--- src/rtl/tlb_pkg.sv ---
package tlb_pkg;
  typedef logic [1:0] perm_t;
  typedef logic [1:0] acc_t;

  localparam perm_t PERM_RO = 2'b00;
  localparam perm_t PERM_RW = 2'b01;
  localparam perm_t PERM_XO = 2'b10;

  localparam acc_t ACC_RD = 2'b00;
  localparam acc_t ACC_WR = 2'b01;
  localparam acc_t ACC_FX = 2'b10;
endpackage

--- src/rtl/tlb_cam.sv ---
module tlb_cam #(
  parameter int N      = 16,
  parameter int VPN_W  = 20,
  parameter int ASID_W = 8
) (
  input  logic [N-1:0]             valid_i,
  input  logic [N-1:0][VPN_W-1:0]  vpn_i,
  input  logic [N-1:0][ASID_W-1:0] asid_i,
  input  logic [VPN_W-1:0]         key_vpn_i,
  input  logic [ASID_W-1:0]        key_asid_i,
  output logic [N-1:0]             match_o
);
  for (genvar g = 0; g < N; g++) begin : g_cmp
    assign match_o[g] = valid_i[g] && (vpn_i[g] == key_vpn_i) && (asid_i[g] == key_asid_i);
  end
endmodule

--- src/rtl/tlb_perm.sv ---
module tlb_perm
  import tlb_pkg::*;
(
  input  perm_t perm_i,
  input  acc_t  acc_i,
  output logic  allow_o
);
  always_comb begin
    case (perm_i)
      PERM_RO: allow_o = (acc_i == ACC_RD);
      PERM_RW: allow_o = (acc_i == ACC_RD) || (acc_i == ACC_WR);
      PERM_XO: allow_o = (acc_i == ACC_FX);
      default: allow_o = 1'b0;
    endcase
  end
endmodule

--- src/rtl/tlb_rr.sv ---
module tlb_rr #(
  parameter int N     = 16,
  parameter int IDX_W = (N > 1) ? $clog2(N) : 1
) (
  input  logic             clk_i,
  input  logic             rst_ni,
  input  logic             alloc_i,
  output logic [IDX_W-1:0] ptr_o
);
  localparam logic [IDX_W-1:0] LAST = IDX_W'(N - 1);

  logic [IDX_W-1:0] ptr_q;

  always_ff @(posedge clk_i or negedge rst_ni) begin
    if (!rst_ni)      ptr_q <= '0;
    else if (alloc_i) ptr_q <= (ptr_q == LAST) ? '0 : ptr_q + 1'b1;
  end

  assign ptr_o = ptr_q;

  assert_rr_hold_R7: assert property (@(posedge clk_i) disable iff (!rst_ni)
    !alloc_i |=> $stable(ptr_o));

  assert_rr_range_R7: assert property (@(posedge clk_i) disable iff (!rst_ni)
    alloc_i |=> (ptr_o <= LAST) && (ptr_o != $past(ptr_o) || N == 1));
endmodule

--- src/rtl/asid_tlb.sv ---
module asid_tlb
  import tlb_pkg::*;
#(
  parameter int N      = 16,
  parameter int VPN_W  = 20,
  parameter int PFN_W  = 16,
  parameter int ASID_W = 8
) (
  input  logic              clk_i,
  input  logic              rst_ni,
  input  logic              lookup_valid_i,
  input  logic [VPN_W-1:0]  lookup_vpn_i,
  input  logic [ASID_W-1:0] lookup_asid_i,
  input  logic [1:0]        lookup_acc_i,
  output logic              resp_valid_o,
  output logic              resp_hit_o,
  output logic              resp_fault_o,
  output logic [PFN_W-1:0]  resp_pfn_o,
  input  logic              refill_i,
  input  logic [VPN_W-1:0]  refill_vpn_i,
  input  logic [ASID_W-1:0] refill_asid_i,
  input  logic [PFN_W-1:0]  refill_pfn_i,
  input  logic [1:0]        refill_perm_i,
  input  logic              flush_all_i,
  input  logic              flush_asid_i,
  input  logic [ASID_W-1:0] flush_asid_id_i
);
  localparam int IDX_W = (N > 1) ? $clog2(N) : 1;

  logic [N-1:0]             valid_q;
  logic [N-1:0][VPN_W-1:0]  vpn_q;
  logic [N-1:0][ASID_W-1:0] asid_q;
  logic [N-1:0][PFN_W-1:0]  pfn_q;
  logic [N-1:0][1:0]        perm_q;

  logic [N-1:0]     lk_match, rf_match, fl_sel, fl_left;
  logic [IDX_W-1:0] lk_idx, rf_idx, rr_ptr, wr_idx;
  logic             lk_hit, rf_hit, lk_allow, wr_en, alloc;

  tlb_cam #(.N(N), .VPN_W(VPN_W), .ASID_W(ASID_W)) u_lk_cam (
    .valid_i(valid_q), .vpn_i(vpn_q), .asid_i(asid_q),
    .key_vpn_i(lookup_vpn_i), .key_asid_i(lookup_asid_i), .match_o(lk_match)
  );

  tlb_cam #(.N(N), .VPN_W(VPN_W), .ASID_W(ASID_W)) u_rf_cam (
    .valid_i(valid_q), .vpn_i(vpn_q), .asid_i(asid_q),
    .key_vpn_i(refill_vpn_i), .key_asid_i(refill_asid_i), .match_o(rf_match)
  );

  for (genvar g = 0; g < N; g++) begin : g_fl
    assign fl_sel[g] = (asid_q[g] == flush_asid_id_i);
  end
  assign fl_left = valid_q & fl_sel;

  // one-hot to index; match vectors are at most one-hot
  always_comb begin
    lk_idx = '0;
    rf_idx = '0;
    for (int i = 0; i < N; i++) begin
      if (lk_match[i]) lk_idx = lk_idx | IDX_W'(i);
      if (rf_match[i]) rf_idx = rf_idx | IDX_W'(i);
    end
  end

  assign lk_hit = |lk_match;
  assign rf_hit = |rf_match;

  tlb_perm u_perm (
    .perm_i(perm_q[lk_idx]), .acc_i(lookup_acc_i), .allow_o(lk_allow)
  );

  // flushes take precedence; a refill under flush is dropped
  assign wr_en  = refill_i && !flush_all_i && !flush_asid_i;
  assign alloc  = wr_en && !rf_hit;
  assign wr_idx = rf_hit ? rf_idx : rr_ptr;

  tlb_rr #(.N(N), .IDX_W(IDX_W)) u_rr (
    .clk_i(clk_i), .rst_ni(rst_ni), .alloc_i(alloc), .ptr_o(rr_ptr)
  );

  always_ff @(posedge clk_i or negedge rst_ni) begin
    if (!rst_ni)           valid_q <= '0;
    else if (flush_all_i)  valid_q <= '0;
    else if (flush_asid_i) valid_q <= valid_q & ~fl_sel;
    else if (wr_en)        valid_q[wr_idx] <= 1'b1;
  end

  always_ff @(posedge clk_i or negedge rst_ni) begin
    if (!rst_ni) begin
      vpn_q  <= '0;
      asid_q <= '0;
      pfn_q  <= '0;
      perm_q <= '0;
    end else if (wr_en) begin
      vpn_q[wr_idx]  <= refill_vpn_i;
      asid_q[wr_idx] <= refill_asid_i;
      pfn_q[wr_idx]  <= refill_pfn_i;
      perm_q[wr_idx] <= refill_perm_i;
    end
  end

  always_ff @(posedge clk_i or negedge rst_ni) begin
    if (!rst_ni) begin
      resp_valid_o <= 1'b0;
      resp_hit_o   <= 1'b0;
      resp_fault_o <= 1'b0;
      resp_pfn_o   <= '0;
    end else begin
      resp_valid_o <= lookup_valid_i;
      resp_hit_o   <= lookup_valid_i && lk_hit;
      resp_fault_o <= lookup_valid_i && lk_hit && !lk_allow;
      resp_pfn_o   <= (lookup_valid_i && lk_hit && lk_allow) ? pfn_q[lk_idx] : '0;
    end
  end

  assert_single_match_R6: assert property (@(posedge clk_i) disable iff (!rst_ni)
    $onehot0(lk_match) && $onehot0(rf_match));

  assert_resp_timing_R2: assert property (@(posedge clk_i) disable iff (!rst_ni)
    !lookup_valid_i |=> !resp_valid_o && !resp_hit_o && !resp_fault_o);

  assert_fault_no_pfn_R4: assert property (@(posedge clk_i) disable iff (!rst_ni)
    resp_fault_o |-> resp_hit_o && (resp_pfn_o == '0));

  assert_miss_no_pfn_R3: assert property (@(posedge clk_i) disable iff (!rst_ni)
    !resp_hit_o |-> (resp_pfn_o == '0));

  assert_rewrite_no_grow_R6: assert property (@(posedge clk_i) disable iff (!rst_ni)
    wr_en && rf_hit |=> $countones(valid_q) == $past($countones(valid_q)));

  assert_flush_all_R8: assert property (@(posedge clk_i) disable iff (!rst_ni)
    flush_all_i |=> valid_q == '0);

  assert_flush_asid_R9: assert property (@(posedge clk_i) disable iff (!rst_ni)
    flush_asid_i && !flush_all_i |=>
      (flush_asid_id_i != $past(flush_asid_id_i)) || (fl_left == '0));
endmodule

--- config.mk ---
export PLATFORM = sky130hd
export DESIGN_NAME = asid_tlb
export DESIGN_NICKNAME = d
export VERILOG_FILES = /design/src/rtl/tlb_pkg.sv /design/src/rtl/tlb_cam.sv /design/src/rtl/tlb_perm.sv /design/src/rtl/tlb_rr.sv /design/src/rtl/asid_tlb.sv
export SDC_FILE = /design/constraint.sdc
export NUM_CORES = 2
export LEC_CHECK = 0
export CORE_MARGIN = 4
export CORE_UTILIZATION = 40
export CTS_CLUSTER_DIAMETER = 150
export CTS_CLUSTER_SIZE = 25
export DETAILED_ROUTE_END_ITERATION = 16
export GPL_TIMING_DRIVEN = 0
export PLACE_DENSITY = 0.68
export SLEW_MARGIN = 15
export SYNTH_ARGS = -nofsm -noshare
export SYNTH_HDL_FRONTEND = slang
export SYNTH_SLANG_ARGS = --single-unit
export TNS_END_PERCENT = 5
--- constraint.sdc ---
create_clock -name clk_i -period 3.63 [get_ports clk_i]
set_input_delay 0.726 -clock clk_i [delete_from_list [all_inputs] [get_ports clk_i]]
set_output_delay 0.726 -clock clk_i [all_outputs]
set_load 0.01 [all_outputs]
==> flow_metrics.env <==
export IMPL_final_common_cell="dfrtp_1"
export IMPL_setup_violations=350
export IMPL_antenna_left=0
export IMPL_utilization=0.4694
export IMPL_rows=122
export IMPL_whs_ns=0.4761
export IMPL_antenna_found_initial=14
export IMPL_cts_root_buf="clkbuf_16"
export IMPL_cp_arrival_ns=4.55
export IMPL_globalplace_congestion=1.062
export IMPL_syn_avg_cell_area_um2=11.74
export IMPL_wl_mm=195.8
export IMPL_clock_latency_ns=0.70
export IMPL_fmax_mhz=251.1
export IMPL_dpl_hpwl_mm=140.5
export IMPL_cp_slowest_cell="or4_1"
export IMPL_clock_skew_ns=0.07545
export IMPL_drive_gt1_frac=0.3463
export IMPL_violations="negative setup slack"
export IMPL_ios=109
export IMPL_ys_seq_elements=775
export IMPL_ys_types=61
export IMPL_crit_family="simple AND/OR/NAND/NOR gates"
export IMPL_hp_class="input port to asynchronous set/reset pin"
export IMPL_seqCellArea_um2=19420
export IMPL_most_common_layout_cells="752 x dfrtp_1, 747 x mux2_2, 723 x xnor2_1"
export IMPL_max_cap_viol_count=0
export IMPL_syn_nets=3892
export IMPL_report_final_slew_viol_count=0
export IMPL_path_cells="buf_6 -> buf_6 -> xnor2_2 -> nand2_1 -> or3b_2 -> or4_1 -> nor4_4 -> a2111oi_4 -> buf_2 -> clkbuf_2 -> o211ai_1 -> o211ai_1 -> a21oi_1"
export IMPL_die_h_um=342.1
export IMPL_clockBufferDepth=3
export IMPL_rsz0062_at_grt="yes"
export IMPL_htreeDepth=2
export IMPL_drc=0
export IMPL_place_worst_setup_slack_ns=-2.743
export IMPL_synthCells=3801
export IMPL_nFillCells=10030
export IMPL_ys_async_sr_fraction=1.000
export IMPL_overflow=0
export IMPL_clkTransAtPathRegs_ns=0.11
export IMPL_powerDensity_nw_per_um2=548.5
export IMPL_area_growth_syn_to_layout_pct=16.36
export IMPL_path_buf_inv=4
export IMPL_vias=33980
export IMPL_syn_area_um2=44640
export IMPL_drtIter0Drc=4237
export IMPL_finalCritPeriodShare=1.097
export IMPL_tns_ns=-20.48
export IMPL_dieArea_um2=117000
export IMPL_avgViaCountPerCell=6.223
export IMPL_grt_pass1_wl_mm=266.6
export IMPL_grt_use_total=0.3260
export IMPL_worstPathRequired_ns=4.20
export IMPL_wl_per_cell_um=35.87
export IMPL_port_buffers=42
export IMPL_hold_viol=0
export IMPL_worstSetupPathType="input port to flop"
export IMPL_status="complete, but fails checks"
export IMPL_grt_pass1_vias=33260
export IMPL_grt_max_degree=106
export IMPL_yosys_warnings=0
export IMPL_coreArea_um2=110700
export IMPL_yosysSeqAreaShare=0.4344
export IMPL_p_leak_nw=22.69
export IMPL_synth_edf_count=0
export IMPL_post_route_min_period_ns=3.983
export IMPL_num_nets_final=4056
export IMPL_initial_core_util=0.4034
export IMPL_finalPower_mw=28.49
export IMPL_endpoint_kind="flop"
export IMPL_slew_headroom=0.007187
export IMPL_multi_input_area_um2=25320
export IMPL_cts_tree="yes"
export IMPL_dr_pass1_iters=6
export IMPL_max_stage_delay_ns=0.58
export IMPL_cts_made_buffers=37
export IMPL_die_w_um=342.1
export IMPL_synthFlopType="dfrtp_1"
export IMPL_startpoint_type="input port"
export IMPL_finalWorstSetupSlack_ns=-0.3532
export IMPL_worst_slew_pin_slew_ns=1.489
export IMPL_cts_sinks=775
export IMPL_peakVddDrop_mv=0.3983
export IMPL_path_max_fanout=10
-- metrics by stage --
step / std cells / instance area, um2
after floorplan: 3801 / 44780
after global placement: 5331 / 47060
after detailed placement: 5346 / 47440
after CTS: 5428 / 50700
after global routing: 5456 / 51930
final: 5460 / 51940
-- repair_timing --
action | in CTS | in global routing
gates resized for setup | 503 | 229
cloned | 0 | 4
setup buffers | 40 | 26
hold endpoints to repair | 24 | 0
endpoints found under the setup margin | 773 | 728
pin swaps | 34 | 47
hold buffers | 1 | 0
-- layer usage --
layer | part of all wire | global-route usage | wire length, um
met5 | 0.00027 | 0 | 53
met4 | 0.084 | 0.2150 | 16490
met3 | 0.11 | 0.09193 | 22040
met2 | 0.42 | 0.4783 | 82340
met1 | 0.38 | 0.4201 | 74910
-- cell families (layout without fill, tap and decap cells) --
family | Yosys count | after routing | share of synthesized area
flip-flops | 775 | 775 | 0.4344
other | 0 | 4 | 0
AND/OR/NAND/NOR | 584 | 584 | 0.07554
XOR/XNOR | 1019 | 1019 | 0.1999
multiplexers | 922 | 922 | 0.2288
AO/OA/AOI/OAI | 169 | 169 | 0.02699
adder cells (fa/ha/maj) | 1 | 1 | 0.0002802
buffers and inverters | 331 | 498 | 0.03403
-- path summary, 6_finish.rpt --
| path | startpoint | to | slack (ns) | cells past startpoint |
|---|---|---|---|---|
| max in group asynchronous | rst_ni | pfn_q[149] | 1.16 | 6 |
| max reg2reg | vpn_q[150] | resp_pfn_o[14] | -0.31 | 12 |
| min | rst_ni | vpn_q[307] | 0.48 | 2 |
| max | lookup_asid_i[1] | resp_pfn_o[3] | -0.35 | 13 |
| min reg2reg | pfn_q[236] | pfn_q[236] | 0.51 | 1 |
| min in group clk_i | pfn_q[236] | pfn_q[236] | 0.51 | 1 |
-- power by group --
part           switching (mW)  total (mW)  internal, mW  leakage, nW
Sequential               2.85        13.7          10.9         10.4
Combinational            4.56        9.70          5.14         11.8
Clock                    3.15        5.05          1.90        0.498
Total                    10.6        28.5          17.9         22.7
-- final cells by class --
cell class,count,share of cell area
Clock buffer,37,0.01782
Buffer,316,0.05509
Timing Repair Buffer,128,0.02686
Inverter,12,0.0008672
Multi-Input combinational cell,2695,0.4875
Antenna cell,4,0.0001927
Tap cell,1488,0.03584
Clock inverter,5,0.001903
Sequential cell,775,0.3739
-- state kept, by name, summed over array words and instances, names as in the netlist --
name and count:
resp_valid_o 1, perm_q 32, u_rr.ptr_o 4, resp_fault_o 1
valid_q 16, resp_hit_o 1, pfn_q 256, vpn_q 320
resp_pfn_o 16, asid_q 128
-- cell usage after synthesis, types with 15 or more instances --
cell / instances / area [um2]
buf_2: 179 / 895.9
buf_1: 15 / 56.30
mux2i_1: 138 / 1381
xor2_1: 252 / 2207
o211ai_1: 51 / 382.9
mux2_2: 783 / 8817
clkbuf_1: 116 / 435.4
dfrtp_1: 775 / 19390
nor4_1: 109 / 681.9
nand2_1: 78 / 292.8
o41ai_1: 16 / 140.1
o21ai_0: 27 / 135.1
nor2_1: 28 / 105.1
xnor2_1: 767 / 6718
nand3_1: 83 / 415.4
a21oi_1: 26 / 130.1
a22oi_1: 15 / 112.6
nand4_1: 212 / 1326
Power figures use the tool's default switching activity.
